### config.mk
export PLATFORM = sky130hd
export DESIGN_NAME = dual_interval_timer
export DESIGN_NICKNAME = d
export VERILOG_FILES = /design/src/rtl/dual_interval_timer.sv
export SDC_FILE = /design/constraint.sdc
export NUM_CORES = 1
export LEC_CHECK = 0
export ABC_AREA = 1
export BUFFER_PORTS_ARGS = -buffer_cell sky130_fd_sc_hd__buf_2
export CORE_MARGIN = 2
export CORE_UTILIZATION = 40
export DETAILED_ROUTE_END_ITERATION = 6
export GPL_TIMING_DRIVEN = 1
export PLACE_DENSITY_LB_ADDON = 0.3
export SLEW_MARGIN = 30
export SYNTH_ARGS = -nofsm -noshare
export SYNTH_HDL_FRONTEND = slang
export SYNTH_SLANG_ARGS = --single-unit
### constraint.sdc
create_clock -name clk -period 7.9 [get_ports clk]
set_input_delay 0 -clock clk [delete_from_list [all_inputs] [get_ports clk]]
set_output_delay 0 -clock clk [all_outputs]
set_load 0.005 [all_outputs]
### src/rtl/dual_interval_timer.sv
module dual_interval_timer #(
  parameter int CW = 32,
  parameter int AW = 8,
  parameter int NSRC = 4
) (
  input  logic            clk,
  input  logic            rst_n,
  input  logic [NSRC-1:0] tick_src,
  input  logic            bus_wr,
  input  logic [AW-1:0]   bus_addr,
  input  logic [31:0]     bus_wdata,
  output logic [31:0]     bus_rdata,
  output logic            irq
);
  localparam logic [AW-1:0] A_DIV    = AW'(8'h00);
  localparam logic [AW-1:0] A_CNT    = AW'(8'h04);
  localparam logic [AW-1:0] A_CTL    = AW'(8'h08);
  localparam logic [AW-1:0] A_STRIDE = AW'(8'h10);
  localparam logic [AW-1:0] A_TIME   = AW'(8'h38);
  localparam logic [AW-1:0] A_MASK   = AW'(8'h48);
  localparam logic [AW-1:0] A_ACK    = AW'(8'h4C);
  localparam logic [AW-1:0] A_RAW    = AW'(8'h50);
  localparam logic [AW-1:0] A_MSKD   = AW'(8'h54);
  localparam logic [1:0] OP_LOAD = 2'd0;
  localparam logic [1:0] OP_RUN  = 2'd2;

  logic [CW-1:0] div_q [2];
  logic [CW-1:0] cnt_q [2];
  logic [4:0]    ctl_q [2];
  logic [1:0]    raw_q, mask_q;
  logic [31:0]   time_q;

  logic [1:0] div_we, ctl_we, tick, running, expire;
  logic [1:0] ack_bits;

  always_comb begin
    for (int t = 0; t < 2; t++) begin
      div_we[t]  = bus_wr && bus_addr == A_DIV + AW'(t) * A_STRIDE;
      ctl_we[t]  = bus_wr && bus_addr == A_CTL + AW'(t) * A_STRIDE;
      tick[t]    = ctl_q[t][4] && tick_src[ctl_q[t][3:2]];
      running[t] = !ctl_we[t] && ctl_q[t][1:0] == OP_RUN && tick[t];
      expire[t]  = running[t] && cnt_q[t] <= CW'(1);
    end
  end

  assign ack_bits = (bus_wr && bus_addr == A_ACK) ? bus_wdata[1:0] : 2'b00;

  always_ff @(posedge clk) begin
    if (!rst_n) begin
      for (int t = 0; t < 2; t++) begin
        div_q[t] <= '0;
        cnt_q[t] <= '0;
        ctl_q[t] <= 5'b00001;
      end
      raw_q  <= '0;
      mask_q <= '0;
      time_q <= '0;
    end else begin
      for (int t = 0; t < 2; t++) begin
        if (div_we[t]) div_q[t] <= bus_wdata[CW-1:0];
        if (ctl_we[t]) begin
          ctl_q[t] <= bus_wdata[4:0];
          if (bus_wdata[1:0] == OP_LOAD) cnt_q[t] <= div_q[t];
        end else if (expire[t]) begin
          cnt_q[t] <= div_q[t];
        end else if (running[t]) begin
          cnt_q[t] <= cnt_q[t] - CW'(1);
        end
      end
      raw_q  <= (raw_q & ~ack_bits) | expire;
      if (bus_wr && bus_addr == A_MASK) mask_q <= bus_wdata[1:0];
      time_q <= time_q + 32'd1;
    end
  end

  assign irq = |(raw_q & mask_q);

  always_comb begin
    bus_rdata = '0;
    case (bus_addr)
      A_DIV:            bus_rdata = 32'(div_q[0]);
      A_CNT:            bus_rdata = 32'(cnt_q[0]);
      A_CTL:            bus_rdata = 32'(ctl_q[0]);
      A_DIV + A_STRIDE: bus_rdata = 32'(div_q[1]);
      A_CNT + A_STRIDE: bus_rdata = 32'(cnt_q[1]);
      A_CTL + A_STRIDE: bus_rdata = 32'(ctl_q[1]);
      A_TIME:           bus_rdata = time_q;
      A_MASK:           bus_rdata = 32'(mask_q);
      A_RAW:            bus_rdata = 32'(raw_q);
      A_MSKD:           bus_rdata = 32'(raw_q & mask_q);
      default:          bus_rdata = '0;
    endcase
  end

  AST_LOAD_TAKES_DIVIDER: assert property (@(posedge clk) disable iff (!rst_n)
    (ctl_we[0] && bus_wdata[1:0] == OP_LOAD) |=> cnt_q[0] == $past(div_q[0]));
  AST_HOLD_FREEZES: assert property (@(posedge clk) disable iff (!rst_n)
    (!ctl_we[1] && ctl_q[1][1:0] != OP_RUN) |=> $stable(cnt_q[1]));
  AST_EXPIRY_SETS_RAW: assert property (@(posedge clk) disable iff (!rst_n)
    expire[0] |=> raw_q[0]);
  AST_ACK_CLEARS: assert property (@(posedge clk) disable iff (!rst_n)
    (ack_bits[1] && !expire[1]) |=> !raw_q[1]);
  AST_UNMASKED_QUIET: assert property (@(posedge clk) disable iff (!rst_n)
    (mask_q == 2'b00) |-> !irq);
  AST_TIME_ADVANCES: assert property (@(posedge clk) disable iff (!rst_n)
    $past(rst_n) |-> time_q == $past(time_q) + 32'd1);
endmodule

==> flow_summary_export.csv <==
group,metric,value,unit
outcome,status,"complete, but fails checks",
outcome,violations,"hold timing",
routing,wl_met2,17800,microns
global_routing,grt_max_degree,62,
floorplan,die_area,29300,sq um
logic_synthesis,yosys.area_share.simple,34.9,%
place,placed_cells,1978,
timing,relSlewSlack,43.2,%
final_layout,area_delta_synth_final,14.4,%
timing,report.final.slew_viol_count,0,
cts,root_buffer,"clkbuf_16",
floorplan,start_util,40.4,%
final_layout,most-common-layout-cells,"nand2_1, nor2_1, inv_1",
routing,firstDrtPassIters,7,
power_and_ir_drop,p_per_area,164,nW/um^2
timing,rsz0062_at_grt,"no",
logic_synthesis,synth-compound-area-share,7.74,%
critical_path,worst-setup-path-type,"reg2reg",
routing,wl_per_cell,18.7,microns
logic_synthesis,synthTopCellsByArea,"edfxtp_1, nand2_1, nor2_1, inv_1, dfxtp_1",
final_layout,fin_nets,1705,
cts,h-tree-depth,4,
timing,finalCritPeriodShare,34.8,%
routing,finalWirelength,38300,microns
logic_synthesis,synth.ff_latch_count,174,
floorplan,die_x,171,microns
hold_path,hp-class,"in2reg",
critical_path,cpPeakStageDelay,500,ps
routing,drt_iter0_drc,1193,
global_routing,gr-usage-all-layers,26.4,%
critical_path,r2r_cells,10,
logic_synthesis,synthMuxAreaShare,0,%
final_layout,final_util,46.2,%
final_layout,regArea,4860,sq um
timing,max_slew.worst_pin.slew,850,ps
floorplan,die_height,171,microns
critical_path,rrSetupSlack,5150,ps
floorplan,pin_count,80,
logic_synthesis,synth_top_family_by_area,"simple AND/OR/NAND/NOR gates",
power_and_ir_drop,leakage,5.50,nW
logic_synthesis,synth_nets,1603,
timing,worst_slack,5150,ps
timing,timing.fmax,363,MHz
critical_path,startpoint,"cnt_q[0][0]",
timing,period_needed,2750,ps
logic_synthesis,yosys.area_share.adder,0.561,%
critical_path,slowest_stage,"buf_4",
critical_path,cp.required,8100,ps
timing,finalClockSkew,18.9,ps
final_layout,n_fill_cell,2901,
flow_run,drv_cap,0,
critical_path,path_delay_family,"buffers and inverters",
final_layout,final_common_cell,"nand2_1",
routing,drc,0,
final_layout,multi_input_area,5200,sq um
routing,m1WireLength,15600,microns
routing,antenna_left,0,
global_routing,antenna_found_initial,0,
global_routing,grt-ovfl-total,0,
critical_path,crit_buf_inv,2,
place,gp_congestion,0.955,
critical_path,cp_cell_sequence,"inv_1 > ha_1 > nand2_2 > nor2_2 > nor2_1 > o21ai_4 > buf_4 > nand2_1 > nand2_1 > nor2_1",
floorplan,std_cell_rows,61,
timing,final.setup.tns,0,ps
logic_synthesis,synth_area_leader_cell,"edfxtp_1",
final_layout,fin_cells,2044,
hold_path,whs_path_depth,4,
cts,cts_sinks,174,
timing,hold_violations,1,
logic_synthesis,ys_types,39,
cts,cts_tree,"yes",
timing,holdWs,-1.26,ps
routing,wl_met3,3650,microns
logic_synthesis,synthXorXnorAreaFrac,3.14,%
place,dp_hpwl,29000,microns
critical_path,reg2reg_from,"cnt_q[0][0]",
logic_synthesis,netlist_instances,1551,
place,dp_slack,5180,ps
cts,clock_latency,450,ps
logic_synthesis,syn_area,11200,sq um
floorplan,coreArea,27600,sq um
cts,clkTransAtPathRegs,80,ps
routing,highest_layer,"met4",
final_layout,drive_above_1_share,11.6,%
critical_path,crit_fanout,48,
global_routing,grt_pass1_vias,10100,
timing,setup_viol,0,
hold_path,holdPathEnd,"raw_q[0]",
critical_path,reg2reg_to,"cnt_q[0][21]",
routing,vias,10800,
place,port_buffers,79,
hold_path,min_from,"bus_addr[3]",
logic_synthesis,syn-mean-instance-area,7.20,sq um
global_routing,grt_pass1_wl,57500,microns
cts,clock_path_buffers,2,
power_and_ir_drop,ir_drop,0.117,mV
critical_path,cp-start-kind,"register",
critical_path,cp.arrival,2960,ps
logic_synthesis,synth-seq-area-share,43.6,%
logic_synthesis,yosys_warnings,0,
critical_path,end_kind,"register",
routing,vias_per_cell,5.27,
final_layout,num_antenna_cells,0,
cts,cts_buffers,17,
logic_synthesis,yosysTopAreaCellShare,37.1,%
==> how the worst max path moves through the flow <==
stage / endpoint / slack [ps] / cells past startpoint
6_report: cnt_q[0][21] / 5150 / 10
3_3_place_gp: div_q[0][28] / 5100 / 6
4_1_cts: cnt_q[0][13] / 5180 / 10
3_5_place_dp: cnt_q[0][20] / 5180 / 10
2_1_floorplan: div_q[0][0] / 4450 / 6
5_1_grt: cnt_q[0][21] / 4890 / 10
==> layer usage <==
layer	global-route usage [%]	vias to the layer above
met2	43.3	541
met3	4.21	77
li1	-	5168
met1	35.4	4980
met4	9.29	0
met5	0	-
==> per-stage QoR <==
step	power, mW	area [sq um]
3_5_place_dp	1.25	11900
6_report	2.09	12800
2_1_floorplan	1.18	11200
4_1_cts	2.09	12800
5_1_grt	2.15	12800
3_3_place_gp	1.25	11800
==> what timing repair did <==
| item | in CTS | in global routing |
|---|---|---|
| setup buffers | 0 | 0 |
| resized for setup | 0 | 0 |
| endpoints found under the hold margin | 75 | 0 |
| hold buffers | 34 | 0 |
==> final cells by class <==
class                   count  area share, %
inverters                 220           6.47
flip-flops and latches    174           38.1
well taps                 378           3.70
repair buffers            120           6.49
multi-input cells        1120           40.7
clock inverters            14           1.18
clock buffers              18           3.36
==> state kept, by name (all words and copies together) (netlist names) <==
signal and count:
cnt_q 64, ctl_q 10, div_q 64, mask_q 2, raw_q 2, time_q 32
==> logic make-up (layout without fill, tap and decap cells) <==
kind of cell / count (synthesis) / in the layout
AND/OR/NAND/NOR: 920 / 920
XOR/XNOR: 40 / 40
adder cells (fa/ha/maj): 5 / 5
flip-flops: 174 / 174
AO/OA/AOI/OAI: 155 / 155
buffers and inverters: 257 / 372
==> report_power, final <==
part           leakage [nW]  total [mW]  switching [mW]  internal (mW)
Sequential             1.67        1.06          0.0347           1.02
Clock                 0.283       0.842           0.420          0.423
Combinational          3.54       0.192           0.128         0.0632
==> synthesized netlist by cell type <==
cell type,number
a21oi_1,46
a21oi_2,1
a22o_1,1
buf_1,2
buf_2,4
buf_4,2
buf_6,20
clkbuf_1,9
clkinv_1,2
dfxtp_1,36
edfxtp_1,138
ha_1,5
inv_1,213
inv_2,5
nand2_1,411
nand2_2,10
nand2_4,3
nand3_1,121
nand3_2,2
nand3_4,1
nand3b_1,5
nand4_1,12
nor2_1,286
nor2_2,44
nor2_4,2
nor3_1,16
nor3b_1,1
o211ai_1,2
o21ai_0,59
o21ai_4,1
o21ba_2,1
o21bai_1,2
o22ai_1,41
o31ai_1,1
or2_0,2
or2_2,3
or3_1,1
xnor2_1,13
xor2_1,27
==> worst min-delay path: stages <==
cell	delay [ps]
buf_2	120
nand4_1	150
o211ai_1	90
nand2_1	60
(Power assumes the default switching activity.)
